$ cat config.mk
export PLATFORM = sky130hd
export DESIGN_NAME = useq_stepper
export DESIGN_NICKNAME = d
export VERILOG_FILES = /design/src/rtl/useq_pkg.sv /design/src/rtl/useq_cond_mux.sv /design/src/rtl/useq_next_step.sv /design/src/rtl/useq_step_reg.sv /design/src/rtl/useq_stepper.sv
export SDC_FILE = /design/constraint.sdc
export NUM_CORES = 1
export LEC_CHECK = 0
export ABC_AREA = 1
export BUFFER_PORTS_ARGS = -buffer_cell sky130_fd_sc_hd__clkbuf_2
export CAP_MARGIN = 5
export CORE_AREA = 2 2 39 41
export DETAILED_ROUTE_END_ITERATION = 12
export DIE_AREA = 0 0 41 43
export GPL_ROUTABILITY_DRIVEN = 0
export PLACE_DENSITY_LB_ADDON = 0.12
export REMOVE_ABC_BUFFERS = 1
export SYNTH_ARGS = -nofsm -noshare
export SYNTH_HDL_FRONTEND = slang
export SYNTH_HIERARCHICAL = 1
export SYNTH_SLANG_ARGS = --single-unit
export TNS_END_PERCENT = 30
$ cat constraint.sdc
create_clock -name clk -period 1.1 [get_ports clk]
set_clock_uncertainty 0.05 [all_clocks]
set_input_delay 0.11 -clock clk [delete_from_list [all_inputs] [get_ports clk]]
set_output_delay 0.11 -clock clk [all_outputs]
set_load 0.02 [all_outputs]
$ cat src/rtl/useq_pkg.sv
package useq_pkg;

    localparam int STEP_W_DEF = 4;
    localparam int SEL_W_DEF  = 3;

    // Condition select codes with a defined meaning; all others read false.
    localparam logic [SEL_W_DEF-1:0] SEL_NEVER     = 3'b000;
    localparam logic [SEL_W_DEF-1:0] SEL_LSB_CLEAR = 3'b001;

    typedef enum logic [1:0] {
        NXT_BRANCH = 2'd0,
        NXT_ZERO   = 2'd1,
        NXT_INCR   = 2'd2
    } nxt_kind_e;

    // Value of one condition source for a given select code.
    function automatic logic cond_source(input int code, input logic lsb);
        case (code)
            0:       return 1'b0;
            1:       return ~lsb;
            default: return 1'b0;
        endcase
    endfunction

    // Priority of the next-step choice: branch, then end reset, then count.
    function automatic nxt_kind_e pick_kind(input logic taken, input logic eoi);
        if (taken)    return NXT_BRANCH;
        else if (eoi) return NXT_ZERO;
        else          return NXT_INCR;
    endfunction

endpackage

$ cat src/rtl/useq_cond_mux.sv
module useq_cond_mux
    import useq_pkg::*;
#(
    parameter int SEL_W = SEL_W_DEF
) (
    input  logic [SEL_W-1:0] sel,
    input  logic             opnd_lsb,
    output logic             taken
);
    localparam int NUM_SRC = 1 << SEL_W;

    logic [NUM_SRC-1:0] src;

    // One source per select code; undefined codes tie to zero.
    for (genvar g = 0; g < NUM_SRC; g++) begin : g_src
        assign src[g] = cond_source(g, opnd_lsb);
    end

    assign taken = src[sel];
endmodule

$ cat src/rtl/useq_next_step.sv
module useq_next_step
    import useq_pkg::*;
#(
    parameter int STEP_W = STEP_W_DEF
) (
    input  logic [STEP_W-1:0] cur,
    input  logic [STEP_W-1:0] target,
    input  logic              taken,
    input  logic              eoi,
    output logic [STEP_W-1:0] nxt,
    output logic              last
);
    nxt_kind_e kind;

    always_comb begin
        kind = pick_kind(taken, eoi);
        unique case (kind)
            NXT_BRANCH: nxt = target;
            NXT_ZERO:   nxt = '0;
            default:    nxt = cur + STEP_W'(1);
        endcase
        last = (kind == NXT_ZERO);
    end
endmodule

$ cat src/rtl/useq_step_reg.sv
module useq_step_reg #(
    parameter int STEP_W = 4
) (
    input  logic              clk,
    input  logic              rst,
    input  logic [STEP_W-1:0] d,
    output logic [STEP_W-1:0] q
);
    always_ff @(posedge clk) begin
        if (rst) q <= '0;
        else     q <= d;
    end
endmodule

$ cat src/rtl/useq_stepper.sv
module useq_stepper
    import useq_pkg::*;
#(
    parameter int STEP_W = STEP_W_DEF,
    parameter int SEL_W  = SEL_W_DEF
) (
    input  logic              clk,
    input  logic              rst,
    input  logic [SEL_W-1:0]  cond_sel,
    input  logic              opnd_lsb,
    input  logic [STEP_W-1:0] br_target,
    input  logic              end_instr,
    output logic [STEP_W-1:0] step,
    output logic              last
);
    logic              taken;
    logic [STEP_W-1:0] step_nxt;

    useq_cond_mux #(.SEL_W(SEL_W)) u_mux (
        .sel      (cond_sel),
        .opnd_lsb (opnd_lsb),
        .taken    (taken)
    );

    useq_next_step #(.STEP_W(STEP_W)) u_nxt (
        .cur    (step),
        .target (br_target),
        .taken  (taken),
        .eoi    (end_instr),
        .nxt    (step_nxt),
        .last   (last)
    );

    useq_step_reg #(.STEP_W(STEP_W)) u_reg (
        .clk (clk),
        .rst (rst),
        .d   (step_nxt),
        .q   (step)
    );
endmodule

==> results.yml, run 1 <==
finish:
  fin_nets: 71
  insertedDiodeCount: 0
  drive_gt1_share_pct: 38.6
  fin_cells: 73
  top_register: "u_reg/q"
  largest_reg_flops: 4
  area_delta_synth_final_pct: 60.9
  reg_top3: "u_reg/q: 4 flops"
  final_core_util_pct: 26.8
setup_path:
  path_cells: "ha_1, a22o_1, inv_1, nor2_1"
  slowest_stage: "dfxtp_1"
  path_delay_family: "flip-flops"
  critPathLaunchType: "flip-flop"
  critical_path_buf_inv_count: 1
  path_max_fanout: 2
  critical_path_class: "flip-flop to flip-flop"
  crit_arrival_ps: 1090
  end_kind: "flip-flop"
  max_stage_delay_ps: 300
  cp_data_required_time_ps: 1170
global_routing:
  antenna_found_initial: 0
  first_global_vias: 241
  grt_usage_pct: 7.11
  grt-ovfl-total: 0
  grt_max_degree: 8
  grt_first_pass_wirelength_um: 834
logic_synthesis:
  synth_area_per_cell_um2: 6.40
  netlist_area_um2: 230
  ys_seq_area_share_pct: 34.8
  synthCells: 36
  ys_types: 11
  synth_seq_cells: 4
  yosys_warnings: 6
timing:
  worstMarginPinSlew_ps: 189
  setup-violations-final: 0
  min_period_over_period_pct: 92.3
  relSlewSlack_pct: 87.3
  hold_viol_final: 0
  maxSlewViolCount: 0
  fmax_mhz: 985
  worst_slack_ps: 85.1
  rsz0062_at_grt: "no"
  min_period_ps: 1010
power:
  swShare_pct: 24.6
  combPwrFrac_pct: 17.8
  p_sw_uw: 101
  power.density_nw_per_um2: 1100
  seq_power_share_pct: 37.9
  pwr-share-clk_pct: 44.3
  fin_total_pwr_uw: 409
  leakage_nw: 0.224
  peakVddDrop_v: 0.000483
  p_int_uw: 308
clock_network:
  clockBufferDepth: 2
  cts_root_buffer: "clkbuf_4"
  cts_tree: "done"
  cts_sinks: 4
  cts_buffers: 3
  htreeDepth: 1
  clkTransAtPathRegs_ps: 40
  cts_resized: 0
  post_cts_buffers: 0
  clk_latency_ps: 230
  ctsHoldBuffers: 0
floorplan:
  ioPinCount: 16
  core.rowCount: 14
  initial_core_util_pct: 16.6
  die_h_um: 43
  coreArea_um2: 1380
  dieArea_um2: 1760
  dieWidth_um: 41
drt:
  drt_first_iter_violations: 1
  vias_per_cell: 3.82
  routedWlPerCell_um: 8.11
  wl_um: 592
  vias: 279
  drc: 0
  drtPass1Iterations: 2
  ant_nets: 0
place:
  dp_hpwl_um: 494
  dp_slack_ps: 89.6
  portBuffers: 15
  dpl.cell_count: 70
worst_hold_path:
  hp-class: "input pin to flip-flop"
job:
  cap_viol_max_count: 0
outcome:
  outcome: "finished, final reports clean"
[per-layer routing]
layer	global-route usage, %	wire, µm	vias to the layer above	share of wire [%]
li1	-	-	151	-
met1	7.03	283	121	48
met3	4.71	29	0	4.9
met2	11.6	280	7	47
met5	0	0	-	0
met4	2.00	0	0	0
[cell type report]
type,instances,area (µm²)
fill,169,1010
multi-input combinational,23,116
timing repair buffer,18,97.6
sequential,4,80.1
inverter,9,33.8
clock buffer,3,22.5
tap,16,20.0
[logic make-up after synthesis]
logic type | after synthesis | synth area share [%]
xor gates and xnor gates | 1 | 3.81
and+or+nand+nor | 19 | 34.2
AOI/OAI and AO/OA | 2 | 7.07
buffers and inverters | 9 | 14.7
DFF | 4 | 34.8
adders and majority gates | 1 | 5.43
[power groups by stage]
stage / clock [mW] / sequential [mW] / combinational [mW]
4_1_cts: 0.191 / 0.155 / 0.0746
2_1_floorplan: 0 / 0.165 / 0.0259
3_5_place_dp: 0 / 0.157 / 0.0743
3_3_place_gp: 0 / 0.157 / 0.0746
6_report: 0.181 / 0.155 / 0.0729
5_1_grt: 0.198 / 0.155 / 0.0823
[per-stage QoR]
stage	instance area (µm²)	hold slack, ps	TNS, ps
final	370	50.5	0
after floorplan	230	131	-81.8
after CTS	370	46.4	0
after detailed placement	348	297	0
after global placement	348	298	0
after global routing	370	59.4	0
[cell usage in the layout, fill, tap and decap left out, drive strengths merged]
cell / n
a22o: 1
buf: 3
clkbuf: 18
dfxtp: 4
ha: 1
inv: 9
nand2: 9
nand3: 2
nand4: 1
nor2: 7
o31ai: 1
xor2: 1
[Yosys cell counts, drive strengths merged]
| cell type | number | area, µm² |
|---|---|---|
| nand3 | 2 | 10.0 |
| nor2 | 7 | 28.8 |
| xor2 | 1 | 8.76 |
| ha | 1 | 12.5 |
| a22o | 1 | 8.76 |
| nand4 | 1 | 6.26 |
| o31ai | 1 | 7.51 |
| nand2 | 9 | 33.8 |
| dfxtp | 4 | 80.1 |
| inv | 9 | 33.8 |
[final timing paths]
kind                         startpoint                     to  slack [ps]  cells after the start
setup / recovery  u_reg/q[0]$_SDFF_PP0_  u_reg/q[1]$_SDFF_PP0_          90                      4
hold / removal                      rst  u_reg/q[0]$_SDFF_PP0_          50                      2
setup reg to reg  u_reg/q[0]$_SDFF_PP0_  u_reg/q[1]$_SDFF_PP0_          90                      4
hold reg to reg   u_reg/q[0]$_SDFF_PP0_  u_reg/q[0]$_SDFF_PP0_         590                      4
No activity file was read; power rests on OpenSTA's default activity.
==> run 2: changes to the inputs <==
--- a/config.mk
+++ b/config.mk
@@ -9,10 +9,10 @@
 export BUFFER_PORTS_ARGS = -buffer_cell sky130_fd_sc_hd__clkbuf_2
 export CAP_MARGIN = 5
 export CORE_AREA = 2 2 39 41
+export CTS_BUF_LIST = sky130_fd_sc_hd__clkbuf_16
 export DETAILED_ROUTE_END_ITERATION = 12
 export DIE_AREA = 0 0 41 43
 export GPL_ROUTABILITY_DRIVEN = 0
-export PLACE_DENSITY_LB_ADDON = 0.12
 export REMOVE_ABC_BUFFERS = 1
 export SYNTH_ARGS = -nofsm -noshare
 export SYNTH_HDL_FRONTEND = slang
==> run 2 against run 1 <==
Against the previous run:
- clock power rose to 3.1 times the previous value
- total power grew 92%
- combinational power decreased by 1%
- wire length is 7.6% lower
- cell area increased by 14%
- non-clock buffer count unchanged
- global-route usage increased by 1.5 points
- via count decreased by 4.3%
- clock-buffer cell count unchanged
- largest power group unchanged
- setup slack better by 8.8 ps
- largest cell class unchanged
==> results.yml, run 2 (synthesized netlist as in run 1, its figures left out) <==
floorplan:
  die_h_um: 43
  dieArea_um2: 1760
  dieWidth_um: 41
  core.rowCount: 14
  coreArea_um2: 1380
  ioPinCount: 16
  initial_core_util_pct: 16.6
clock_network:
  clkTransAtPathRegs_ps: 30
  clockBufferDepth: 2
  clk_latency_ps: 220
  cts_root_buffer: "clkbuf_16"
  htreeDepth: 1
  cts_buffers: 3
  cts_resized: 0
  post_cts_buffers: 0
  cts_sinks: 4
  ctsHoldBuffers: 0
  cts_tree: "done"
power:
  p_sw_uw: 135
  pwr-share-clk_pct: 71.1
  leakage_nw: 0.247
  peakVddDrop_v: 0.000421
  seq_power_share_pct: 19.7
  p_int_uw: 650
  power.density_nw_per_um2: 1860
  combPwrFrac_pct: 9.2
  swShare_pct: 17.2
timing:
  fmax_mhz: 994
  min_period_over_period_pct: 91.5
  min_period_ps: 1010
  maxSlewViolCount: 0
  worstMarginPinSlew_ps: 226
  setup-violations-final: 0
  relSlewSlack_pct: 84.9
  rsz0062_at_grt: "no"
  hold_viol_final: 0
job:
  cap_viol_max_count: 0
finish:
  nFillCells: 156
  fin_nets: 71
  drive_gt1_share_pct: 38.6
  insertedDiodeCount: 0
  reg_top3: "u_reg/q: 4 flops"
  largest_reg_flops: 4
  area_delta_synth_final_pct: 83.7
  final_cell_mix: "clkbuf_2 (15), inv_1 (9), nand2_1 (9), nor2_1 (6), dfxtp_1 (4)"
  fin_cells: 73
  fin_area_um2: 423
  top_register: "u_reg/q"
  final_common_cell: "clkbuf_2"
place:
  placed_area_um2: 348
  portBuffers: 15
  dp_hpwl_um: 454
  dpl.cell_count: 70
drt:
  vias: 267
  drc: 0
  drtPass1Iterations: 1
  drt-met1-wl_um: 220
  routedWlPerCell_um: 7.49
  highest_layer: "met4"
  vias_per_cell: 3.66
  wl_um: 547
  wl_met3_um: 26
  ant_nets: 0
  drt_first_iter_violations: 0
  met2WireLength_um: 277
setup_path:
  critical_path_class: "flip-flop to flip-flop"
  critPathCapture: "u_reg/q[1]$_SDFF_PP0_"
  r2r_setup_slack_ps: 90
  worstRegToRegCells: 4
  crit_arrival_ps: 1070
  critPathLaunchType: "flip-flop"
  crit_start: "u_reg/q[0]$_SDFF_PP0_"
  cp_data_required_time_ps: 1160
  end_kind: "flip-flop"
  path_max_fanout: 2
  reg2reg_from: "u_reg/q[0]$_SDFF_PP0_"
  timing.rr.end: "u_reg/q[1]$_SDFF_PP0_"
worst_hold_path:
  hp-class: "input pin to flip-flop"
  min_from: "rst"
outcome:
  outcome: "finished, final reports clean"
global_routing:
  antenna_found_initial: 0
  grt_usage_pct: 8.61
  grt_max_degree: 6
  grt-ovfl-total: 0
  first_global_vias: 278
  grt_first_pass_wirelength_um: 945
[run 2: layout make-up]
cell class                      count  area [µm²]  area share [%]
Multi-Input combinational cell     23         116            27.5
Timing Repair Buffer               18        97.6            23.1
Sequential cell                     4        80.1            18.9
Clock buffer                        3        75.1            17.8
Inverter                            9        33.8            7.99
Tap cell                           16        20.0            4.73
[run 2: metrics by stage]
step	TNS, ps	utilization, %	hold WS (ps)	setup WS [ps]	power [mW]
after floorplan	-81.8	-	131	-63.6	0.191
after global placement	0	25.1	279	109	0.228
after detailed placement	0	25.1	281	94.8	0.230
after CTS	0	30.6	51.0	91.9	0.795
after global routing	0	30.6	73.6	7.61	0.821
final	0	30.6	49.8	93.9	0.785
[run 2: power groups by stage]
stage | registers, mW | clock network [mW] | logic (mW)
6_report | 0.155 | 0.558 | 0.0719
5_1_grt | 0.156 | 0.582 | 0.0832
4_1_cts | 0.155 | 0.567 | 0.0733
3_5_place_dp | 0.157 | 0 | 0.0729
3_3_place_gp | 0.157 | 0 | 0.0717
2_1_floorplan | 0.165 | 0 | 0.0259
[run 2: worst min path at each step]
| stage | to | slack (ps) | cells past startpoint |
|---|---|---|---|
| final | u_reg/q[0]$_SDFF_PP0_ | 50 | 2 |
| after global routing | u_reg/q[2]$_SDFF_PP0_ | 70 | 2 |
| after CTS | u_reg/q[2]$_SDFF_PP0_ | 50 | 2 |
| after detailed placement | u_reg/q[2]$_SDFF_PP0_ | 280 | 2 |
| after global placement | u_reg/q[1]$_SDFF_PP0_ | 280 | 2 |
| after floorplan | u_reg/q[2]$_SDFF_PP0_ | 130 | 1 |
[run 2: critical path, cell delays in order, from the launching register on]
cell and delay (ps):
dfxtp_1 300, ha_1 280, a22o_1 190, inv_1 50, nor2_1 30
[run 2: per-layer routing]
| layer | vias to the layer above | track usage, % |
|---|---|---|
| li1 | 150 | - |
| met1 | 108 | 7.96 |
| met2 | 7 | 12.5 |
| met3 | 2 | 1.57 |
| met4 | 0 | 12.0 |
| met5 | - | 0 |
